--- src/rtl/zx_watch.sv ---
module zx_watch #(
  parameter int SMP_W   = 16,
  parameter int TO_W    = 12,
  parameter int TO_DIV  = 128,
  parameter int PER_W   = 15,
  parameter int PER_DIV = 8
) (
  input  logic             clk,
  input  logic             rst_n,
  input  logic [SMP_W-1:0] smp_data,
  input  logic             smp_valid,
  input  logic [TO_W-1:0]  tmo_reload,
  input  logic             sag_dis,
  input  logic             irq_en,
  output logic             zx_level,
  output logic             tmo_pulse,
  output logic             tmo_irq,
  output logic             sag_n,
  output logic [PER_W-1:0] period
);

  localparam int TDW = (TO_DIV  > 1) ? $clog2(TO_DIV)  : 1;
  localparam int PDW = (PER_DIV > 1) ? $clog2(PER_DIV) : 1;
  localparam logic [TDW-1:0] TD_LAST = TDW'(TO_DIV - 1);
  localparam logic [PDW-1:0] PD_LAST = PDW'(PER_DIV - 1);

  logic have_prev, last_neg;
  wire  smp_neg  = smp_data[SMP_W-1];
  wire  xing     = smp_valid & have_prev & (smp_neg ^ last_neg);
  wire  xing_pos = xing & ~smp_neg;

  always_ff @(posedge clk or negedge rst_n)
    if (!rst_n) begin
      have_prev <= 1'b0;
      last_neg  <= 1'b0;
      zx_level  <= 1'b0;
    end else if (smp_valid) begin
      have_prev <= 1'b1;
      last_neg  <= smp_neg;
      if (xing) zx_level <= ~smp_neg;
    end

  logic [TDW-1:0]  to_pre;
  logic [TO_W-1:0] to_cnt;
  logic            expired;
  wire  to_tick = (to_pre == TD_LAST);
  wire  to_last = to_tick & (to_cnt == TO_W'(1));

  always_ff @(posedge clk or negedge rst_n)
    if (!rst_n) begin
      to_pre    <= '0;
      to_cnt    <= '1;
      expired   <= 1'b0;
      tmo_pulse <= 1'b0;
    end else if (xing) begin
      to_pre    <= '0;
      to_cnt    <= tmo_reload;
      expired   <= 1'b0;
      tmo_pulse <= 1'b0;
    end else begin
      to_pre    <= to_tick ? '0 : to_pre + 1'b1;
      if (to_tick && to_cnt != '0) to_cnt <= to_cnt - 1'b1;
      tmo_pulse <= to_last;
      if (to_last) expired <= 1'b1;
    end

  assign sag_n   = ~(expired & ~sag_dis);
  assign tmo_irq = tmo_pulse & irq_en;

  logic [PDW-1:0]   per_pre;
  logic [PER_W-1:0] per_cnt;
  logic             armed;
  wire  per_tick = (per_pre == PD_LAST);

  always_ff @(posedge clk or negedge rst_n)
    if (!rst_n) begin
      per_pre <= '0;
      per_cnt <= '0;
      armed   <= 1'b0;
      period  <= '0;
    end else if (xing_pos) begin
      per_pre <= '0;
      per_cnt <= '0;
      armed   <= 1'b1;
      if (armed) period <= per_cnt;
    end else begin
      per_pre <= per_tick ? '0 : per_pre + 1'b1;
      if (per_tick && !(&per_cnt)) per_cnt <= per_cnt + 1'b1;
    end

endmodule


--- config.mk ---
export PLATFORM = sky130hd
export DESIGN_NAME = zx_watch
export DESIGN_NICKNAME = d
export VERILOG_FILES = /design/src/rtl/zx_watch.sv
export SDC_FILE = /design/constraint.sdc
export NUM_CORES = 1
export LEC_CHECK = 0
export CAP_MARGIN = 20
export CORE_MARGIN = 1
export CORE_UTILIZATION = 50
export CTS_CLUSTER_SIZE = 8
export DETAILED_ROUTE_END_ITERATION = 10
export DONT_BUFFER_PORTS = 1
export SLEW_MARGIN = 20
export SYNTH_ARGS = -nofsm -noshare
export SYNTH_HDL_FRONTEND = slang
export SYNTH_SLANG_ARGS = --single-unit
export TNS_END_PERCENT = 10
--- constraint.sdc ---
create_clock -name clk -period 2.8 [get_ports clk]
set_input_delay 0 -clock clk [delete_from_list [all_inputs] [get_ports clk]]
set_output_delay 0 -clock clk [all_outputs]
set_load 0.03 [all_outputs]
==> flow_summary.yaml, run 1 <==
outcome:
  outcome: "finished clean"
timing:
  post-route-period-util: 0.764
  tightest_slew_ps: 714
  finalHoldViolCount: 0
  fin_skew_ps: 7.04
  finalMaxSlewViolations: 0
  fin_ws_ps: 660
  holdWs_ps: 79.8
  setup_viol: 0
  fin_tns_setup_ps: 0
  relSlewSlack: 0.523
  finalCriticalPeriod_ps: 2140
  fmax_mhz: 467
  grt_setup_unrepaired: "false"
clocking:
  cts_setup_buffers: 0
  cts_sinks: 58
  htree_levels: 3
  clkLatencyLatePin_ps: 320
  numCtsBuffers: 9
  root_buffer: "clkbuf_8"
  cts_max_path_buffers: 2
  clk_pin_slew_ps: 70
  tritoncts: "done"
  ctsResizeCount: 0
drt:
  drtIter0Drc: 114
  met2_length_um: 2410
  highest_layer: "met4"
  vias: 2230
  ant_nets: 0
  wirelength_um: 5840
  drc: 0
  wl_met3_um: 254
  wire_per_inst_um: 15.3
  viasPerCell: 5.85
  drt_first_pass_iters: 5
  wl_met1_um: 3100
logic_synthesis:
  yosysUniqueCellTypes: 46
  yosysWarnings: 0
  synth_area_um2: 2910
  synth.ff_latch_count: 58
  synth_area_per_cell_um2: 10.3
  synth_cells: 282
  synth_edf_count: 0
  ys_seq_area_frac: 0.504
  async_reset_ff_frac: 1.00
  synth.net_count: 322
  ys.flop_type: "dfrtp_1"
die:
  die_w_um: 78.3
  initial_core_util: 0.522
  boundaryPins: 52
  die-height_um: 78.3
  core_area_um2: 5570
  row_count: 27
  dieArea_um2: 6130
layout:
  ff_latch_area_um2: 1470
  fin_nets: 344
  stdcell_count: 381
  syn2layout_area_growth_pct: 16.8
  multi_input_area_um2: 1400
  final_cell_mix: "dfrtp_1 (46), nor2_1 (28), nand2_1 (19), dlygate4sd3_1 (15), mux2_2 (14)"
  nFillCells: 476
  final_common_cell: "dfrtp_1"
  diodes: 0
  drive_gt1_frac: 0.191
global_route:
  grt_pass1_wl_um: 9840
  antenna_found_initial: 0
  first_global_vias: 2056
  overflow: 0
  grt_max_degree: 59
  track_usage: 0.211
placed_design:
  place_hpwl_um: 3900
  post-place-ws_ps: 682
  gp_congestion: 0.814
  io_buffers: 0
  dpl.cell_count: 349
worst_hold_path:
  hp-class: "primary input to register"
  hold_start: "smp_valid"
power:
  powerDensity_nw_per_um2: 715
  ir_worst_vdd_uv: 495
  leakagePower_nw: 1.43
setup_path:
  startpoint_type: "register"
  cp.required_ps: 3050
  reg2reg_from: "to_cnt[0]$_DFFE_PN1P_"
  worstPathArrival_ps: 2390
  end_kind: "register"
  crit_path_start: "to_cnt[0]$_DFFE_PN1P_"
  cp_max_fo: 7
  critical_path_class: "register to register"
run:
  cap_violations: 0
metrics by stage:
| stage | total power, mW | utilization | area, µm² |
|---|---|---|---|
| after floorplan | 1.42 | - | 2910 |
| after global placement | 1.49 | 0.536 | 2990 |
| after detailed placement | 1.50 | 0.536 | 2990 |
| after CTS | 2.46 | 0.610 | 3400 |
| after global routing | 2.57 | 0.610 | 3400 |
| final | 2.43 | 0.610 | 3400 |
worst max-delay path, cell delays in order (launching register included):
cell and delay, ps:
dfstp_2 590, inv_1 90, ha_1 190, or3b_1 290
o21ai_1 200, or4_1 520, a31oi_1 190
routing by layer:
metal	global-route usage	up-vias
li1	-	1097
met1	0.312	1073
met2	0.293	52
met3	0.0465	8
met4	0.100	0
met5	0	-
Yosys cell counts, drive strengths merged (2+ instances only):
| cell type | instances | area (µm²) |
|---|---|---|
| a21bo | 2 | 20.0 |
| a21oi | 10 | 50.1 |
| a31oi | 12 | 75.1 |
| and2 | 5 | 31.3 |
| and3 | 6 | 37.5 |
| and4 | 3 | 26.3 |
| clkbuf | 6 | 22.5 |
| dfrtp | 46 | 1150 |
| dfstp | 12 | 315 |
| ha | 7 | 87.6 |
| inv | 5 | 18.8 |
| mux2 | 14 | 158 |
| mux2i | 4 | 40.0 |
| nand2 | 20 | 77.6 |
| nand3 | 12 | 60.1 |
| nand4 | 7 | 43.8 |
| nand4b | 3 | 26.3 |
| nor2 | 28 | 105 |
| nor2b | 2 | 12.5 |
| nor3 | 11 | 60.1 |
| nor4 | 4 | 40.0 |
| o21a | 4 | 30.0 |
| o21ai | 15 | 75.1 |
| o31ai | 6 | 45.0 |
| or2 | 6 | 37.5 |
| or3 | 6 | 42.5 |
| or4 | 10 | 86.3 |
| xnor2 | 3 | 26.3 |
| xor2 | 2 | 17.5 |
worst paths after layout:
check / end / slack [ps] / cells past startpoint
max reg2reg: to_cnt[8]$_DFFE_PN1P_ / 660 / 6
max in group asynchronous: to_cnt[9]$_DFFE_PN1P_ / 2270 / 2
max: to_cnt[8]$_DFFE_PN1P_ / 660 / 6
min in group asynchronous: per_cnt[9]$_DFFE_PN0P_ / 210 / 2
min: to_cnt[9]$_DFFE_PN1P_ / 80 / 4
min reg2reg: per_pre[0]$_DFF_PN0_ / 460 / 1
state kept, by name, summed over array words and instances, names as in the netlist:
name,flops
per_cnt,15
period,15
to_cnt,12
to_pre,7
per_pre,3
armed,1
expired,1
have_prev,1
last_neg,1
tmo_pulse,1
zx_level,1
repair_timing:
item | 4_1_cts | 5_1_grt
hold buffers | 16 | 0
setup endpoints to repair | 0 | 0
endpoints found under the hold margin | 72 | 0
logic make-up after synthesis:
group,Yosys count,synth area share
flip-flops,58,0.504
AND/OR/NAND/NOR,127,0.247
buffers and inverters,12,0.0159
AO/OA/AOI/OAI,55,0.120
multiplexers,18,0.0679
adder cells (fa/ha/maj),7,0.0301
XOR/XNOR,5,0.0151
power breakdown:
group / total, mW / internal, mW / switching [mW]
combinational: 0.352 / 0.176 / 0.176
sequential: 1.18 / 0.998 / 0.178
clock: 0.901 / 0.587 / 0.315
cell type report:
class,count,share of cell area
flip-flops and latches,58,0.432
multi-input cells,212,0.411
repair buffers,18,0.0567
clock buffers,10,0.0376
clock inverters,6,0.0309
well taps,72,0.0265
inverters,5,0.00552
Note: power is estimated with default switching activity, not from simulation.
==> inputs of run 2 (changes only) <==
==> constraint.sdc (replaced) <==
create_clock -name clk -period 2.05 [get_ports clk]
set_input_delay 0 -clock clk [delete_from_list [all_inputs] [get_ports clk]]
set_output_delay 0 -clock clk [all_outputs]
set_load 0.03 [all_outputs]
==> run 2 against run 1 <==
- critical path depth is 1 higher
- maximum frequency is 9.1% higher
- sequential power up 36%
- total power grew 38%
- non-clock buffer count grew 12
- global-route usage rose by 1.5 points
- cell count is 3.1% higher
- wire length increased by 5.9%
- count of clock-buffer cells in the layout is 2 higher
- clock skew increased by 1.9 ps
- via count grew 2.3%
- die area did not move
==> flow_summary.yaml, run 2 (synthesis results as in run 1) <==
outcome:
  outcome: "finished clean"
placed_design:
  place_hpwl_um: 4130
  io_buffers: 0
  placed_area_um2: 3080
  gp_congestion: 0.822
setup_path:
  worstPathCellList: "inv_1, ha_1, or3b_4, buf_4, or3_4, a31o_1, o21ai_1"
  critPathTopFamily: "simple AND/OR/NAND/NOR gates"
  critical_path_class: "register to register"
  reg2reg_from: "to_cnt[1]$_DFFE_PN1P_"
  path_depth: 7
  crit_path_start: "to_cnt[1]$_DFFE_PN1P_"
  worstPathArrival_ps: 2210
  critPathSlowestCell: "or3b_4"
  reg2reg_depth: 7
  r2r-end: "to_cnt[1]$_DFFE_PN1P_"
  cp.required_ps: 2300
  critPathCapture: "to_cnt[1]$_DFFE_PN1P_"
  cp_max_fo: 4
  slowest_delay_ps: 400
  rrSetupSlack_ps: 90
  startpoint_type: "register"
  critPathBufInv: 2
  end_kind: "register"
die:
  boundaryPins: 52
  die-height_um: 78.3
  die_w_um: 78.3
  initial_core_util: 0.522
  dieArea_um2: 6130
  row_count: 27
  core_area_um2: 5570
global_route:
  grt_max_degree: 59
  track_usage: 0.226
  first_global_vias: 2207
  overflow: 0
  antenna_found_initial: 0
  grt_pass1_wl_um: 10700
clocking:
  cts_sinks: 58
  cts_max_path_buffers: 2
  tritoncts: "done"
  clkLatencyLatePin_ps: 320
  root_buffer: "clkbuf_8"
  numCtsBuffers: 9
  htree_levels: 3
  clk_pin_slew_ps: 70
  cts_setup_buffers: 0
drt:
  drtIter0Drc: 96
  viasPerCell: 5.81
  vias: 2282
  wirelength_um: 6180
  ant_nets: 0
  drc: 0
  drt_first_pass_iters: 4
  wire_per_inst_um: 15.7
timing:
  finalCriticalPeriod_ps: 1960
  grt_setup_unrepaired: "false"
  tightest_slew_ps: 539
  fmax_mhz: 510
  holdWs_ps: 100
  fin_tns_setup_ps: 0
  fin_skew_ps: 8.94
  setup_viol: 0
  relSlewSlack: 0.640
  finalMaxSlewViolations: 0
  post-route-period-util: 0.957
  finalHoldViolCount: 0
layout:
  fin_nets: 356
  fin_util: 0.626
  drive_gt1_frac: 0.227
  multi_input_area_um2: 1400
  top_regs: "per_cnt: 15 flops, period: 15 flops, to_cnt: 12 flops"
  final_common_cell: "dfrtp_1"
  diodes: 0
  syn2layout_area_growth_pct: 19.9
  final_cell_mix: "dfrtp_1 (46), nor2_1 (28), nand2_1 (19), dlygate4sd3_1 (15)"
  ff_latch_area_um2: 1470
  nFillCells: 487
  final_cell_area_um2: 3490
power:
  ir_worst_vdd_uv: 573
  fin_total_pwr_mw: 3.34
  leakagePower_nw: 1.49
  powerDensity_nw_per_um2: 958
worst_hold_path:
  hp-class: "primary input to register"
run:
  cap_violations: 0
-- run 2: cell count changes in the layout (fill, tap and decap cells not counted) --
cell | previous run | this run
ha_2 | 0 | 1
clkinv_4 | 0 | 1
ha_1 | 7 | 6
or3b_1 | 1 | 0
clkinv_2 | 3 | 1
buf_4 | 2 | 14
clkbuf_8 | 9 | 11
bufinv_16 | 3 | 2
or3b_4 | 0 | 1
-- run 2: cell type report --
class | instances | area share
inverters | 5 | 0.00538
clock buffers | 12 | 0.0445
multi-input cells | 212 | 0.402
flip-flops and latches | 58 | 0.420
repair buffers | 30 | 0.0810
clock inverters | 4 | 0.0212
well taps | 72 | 0.0258
-- run 2: worst min-delay path, cell delays in order --
cell      delay, ps
and2_1          160
a21oi_1          80
nand4b_1         80
nand3_1          80
-- run 2: per-stage QoR --
stage                     cells  setup slack, ps
after detailed placement    361             87.5
after global placement      361              136
after floorplan             282              149
after global routing        393             13.6
after CTS                   393             65.7
final                       393             88.0
-- run 2: worst min-delay path by stage --
stage	start	to	slack [ps]	cells past startpoint
final	smp_valid	to_cnt[9]$_DFFE_PN1P_	100	4
after floorplan	rst_n	armed$_DFFE_PN0P_	-300	0
after global routing	smp_valid	to_cnt[9]$_DFFE_PN1P_	110	4
after detailed placement	rst_n	to_pre[4]$_DFF_PN0_	-290	0
after CTS	smp_valid	to_cnt[9]$_DFFE_PN1P_	80	4
after global placement	rst_n	to_pre[5]$_DFF_PN0_	-290	0
-- run 2: what timing repair did --
| action | in CTS | in global routing |
|---|---|---|
| hold endpoints to repair | 72 | 0 |
| hold buffers | 16 | 0 |
| setup endpoints to repair | 0 | 5 |
| resized for setup | 0 | 2 |
-- run 2: layer usage --
| metal | GRT usage | routed length (µm) | vias up |
|---|---|---|---|
| met3 | 0.0523 | 251 | 6 |
| met1 | 0.346 | 3230 | 1097 |
| met4 | 0.0796 | 66 | 0 |
| met2 | 0.308 | 2640 | 52 |
| met5 | 0 | 0 | - |
| li1 | - | - | 1127 |
-- run 2: where the power goes --
part / total, mW / internal, mW / switching (mW)
Sequential: 1.60 / 1.36 / 0.238
Clock: 1.19 / 0.752 / 0.443
Combinational: 0.548 / 0.282 / 0.266
Total: 3.34 / 2.39 / 0.948
==> inputs of run 3 (changes only) <==
--- a/config.mk
+++ b/config.mk
@@ -6,6 +6,7 @@
 export NUM_CORES = 1
 export LEC_CHECK = 0
 export CAP_MARGIN = 20
+export CORE_ASPECT_RATIO = 1.1
 export CORE_MARGIN = 1
 export CORE_UTILIZATION = 50
 export CTS_CLUSTER_SIZE = 8
==> run 3 against run 2 <==
- wire length is 5.3% lower
- maximum frequency increased by 2.9%
- worst hold slack lost 32 ps
- via count down 1.4%
- sequential power is essentially flat
- critical path depth stayed put
- core utilization about the same
- register-to-register slack better by 50 ps
- clock power down 19%
- worst setup slack improved by 55 ps
- critical path type unchanged
- critical endpoint unchanged
- largest cell class unchanged
==> flow_summary.yaml, run 3 (synthesis results as in run 1) <==
outcome:
  outcome: "finished clean"
power:
  ir_worst_vdd_uv: 532
  leakagePower_nw: 1.46
  fin_total_pwr_mw: 3.10
  powerDensity_nw_per_um2: 900
die:
  die-height_um: 82.0
  boundaryPins: 52
  dieArea_um2: 6130
  row_count: 28
  initial_core_util: 0.529
  core_area_um2: 5500
  die_w_um: 74.7
timing:
  holdWs_ps: 67.6
  fin_skew_ps: 7.71
  grt_setup_unrepaired: "false"
  setup_viol: 0
  fin_ws_ps: 143
  relSlewSlack: 0.628
  tightest_slew_ps: 554
  fmax_mhz: 524
  finalMaxSlewViolations: 0
  finalHoldViolCount: 0
  post-route-period-util: 0.930
  fin_tns_setup_ps: 0
  finalCriticalPeriod_ps: 1910
drt:
  wire_per_inst_um: 14.9
  drtIter0Drc: 93
  drt_first_pass_iters: 6
  wirelength_um: 5850
  vias: 2249
  ant_nets: 0
  viasPerCell: 5.71
  drc: 0
layout:
  nFillCells: 479
  final_cell_area_um2: 3450
  final_common_cell: "dfrtp_1"
  final_cell_mix: "dfrtp_1 (46), nor2_1 (28), nand2_1 (19), dlygate4sd3_1 (15), mux2_2 (14)"
  diodes: 0
  top_regs: "per_cnt: 15 flops, period: 15 flops, to_cnt: 12 flops"
  stdcell_count: 394
  fin_nets: 354
  drive_gt1_frac: 0.219
  syn2layout_area_growth_pct: 18.4
  fin_util: 0.626
clocking:
  htree_levels: 3
  cts_sinks: 58
  tritoncts: "done"
  numCtsBuffers: 9
  cts_max_path_buffers: 2
  clkLatencyLatePin_ps: 330
  cts_setup_buffers: 0
  clk_pin_slew_ps: 60
  root_buffer: "clkbuf_8"
setup_path:
  cp.required_ps: 2320
  cp_max_fo: 4
  startpoint_type: "register"
  critical_path_class: "register to register"
  rrSetupSlack_ps: 140
  reg2reg_from: "to_cnt[1]$_DFFE_PN1P_"
  end_kind: "register"
  worstPathArrival_ps: 2170
  crit_path_start: "to_cnt[1]$_DFFE_PN1P_"
worst_hold_path:
  hp-class: "primary input to register"
  hold_start: "smp_data[15]"
placed_design:
  placed_area_um2: 3080
  gp_congestion: 0.758
  place_hpwl_um: 4050
  post-place-ws_ps: 96.3
  dpl.cell_count: 362
  io_buffers: 0
global_route:
  track_usage: 0.216
  grt_pass1_wl_um: 9740
  grt_max_degree: 59
  overflow: 0
  first_global_vias: 2145
  antenna_found_initial: 0
run:
  cap_violations: 0
run 3: cell count changes in the layout (fill, tap and decap cells not counted), sizes merged:
cell	change
buf	-2
bufinv	-2
clkbuf	+2
run 3: final timing paths:
check,endpoint,cells past startpoint
max,to_cnt[1]$_DFFE_PN1P_,7
min,zx_level$_DFFE_PN0P_,2
max reg2reg,to_cnt[1]$_DFFE_PN1P_,7
min reg2reg,per_pre[0]$_DFF_PN0_,1
max in group asynchronous,to_cnt[4]$_DFFE_PN1P_,2
min in group asynchronous,per_cnt[10]$_DFFE_PN0P_,2
run 3: per-layer routing:
layer | global-route usage | share of wire
met5 | 0 | 0
met4 | 0.0642 | 0.010
met3 | 0.0712 | 0.032
met2 | 0.379 | 0.51
met1 | 0.249 | 0.45
run 3: worst max-delay path, cell delays in order (launching register included):
cell	delay, ps
dfstp_2	370
inv_1	80
ha_1	160
or3b_4	410
buf_4	160
or3_4	330
a31o_1	220
o21ai_1	120
run 3: power breakdown:
| group | internal, mW | switching (mW) | total, mW |
|---|---|---|---|
| Clock | 0.535 | 0.432 | 0.967 |
| Sequential | 1.36 | 0.237 | 1.60 |
| Combinational | 0.275 | 0.259 | 0.534 |
| Total | 2.17 | 0.928 | 3.10 |
run 3: final cells by class:
cell class                 instances  area, µm²  share of cell area
clock buffer                      14        173              0.0501
clock inverter                     2       10.0             0.00290
timing repair buffer              28        280              0.0813
multi-input combinational        212       1400               0.407
sequential                        58       1470               0.426
inverter                           5       18.8             0.00545
tap                               75       93.8              0.0272
run 3: what timing repair did:
| item | CTS | global route |
|---|---|---|
| endpoints found under the setup margin | 0 | 4 |
| resized for setup | 0 | 2 |
| endpoints found under the hold margin | 72 | 0 |
| hold buffers | 16 | 0 |
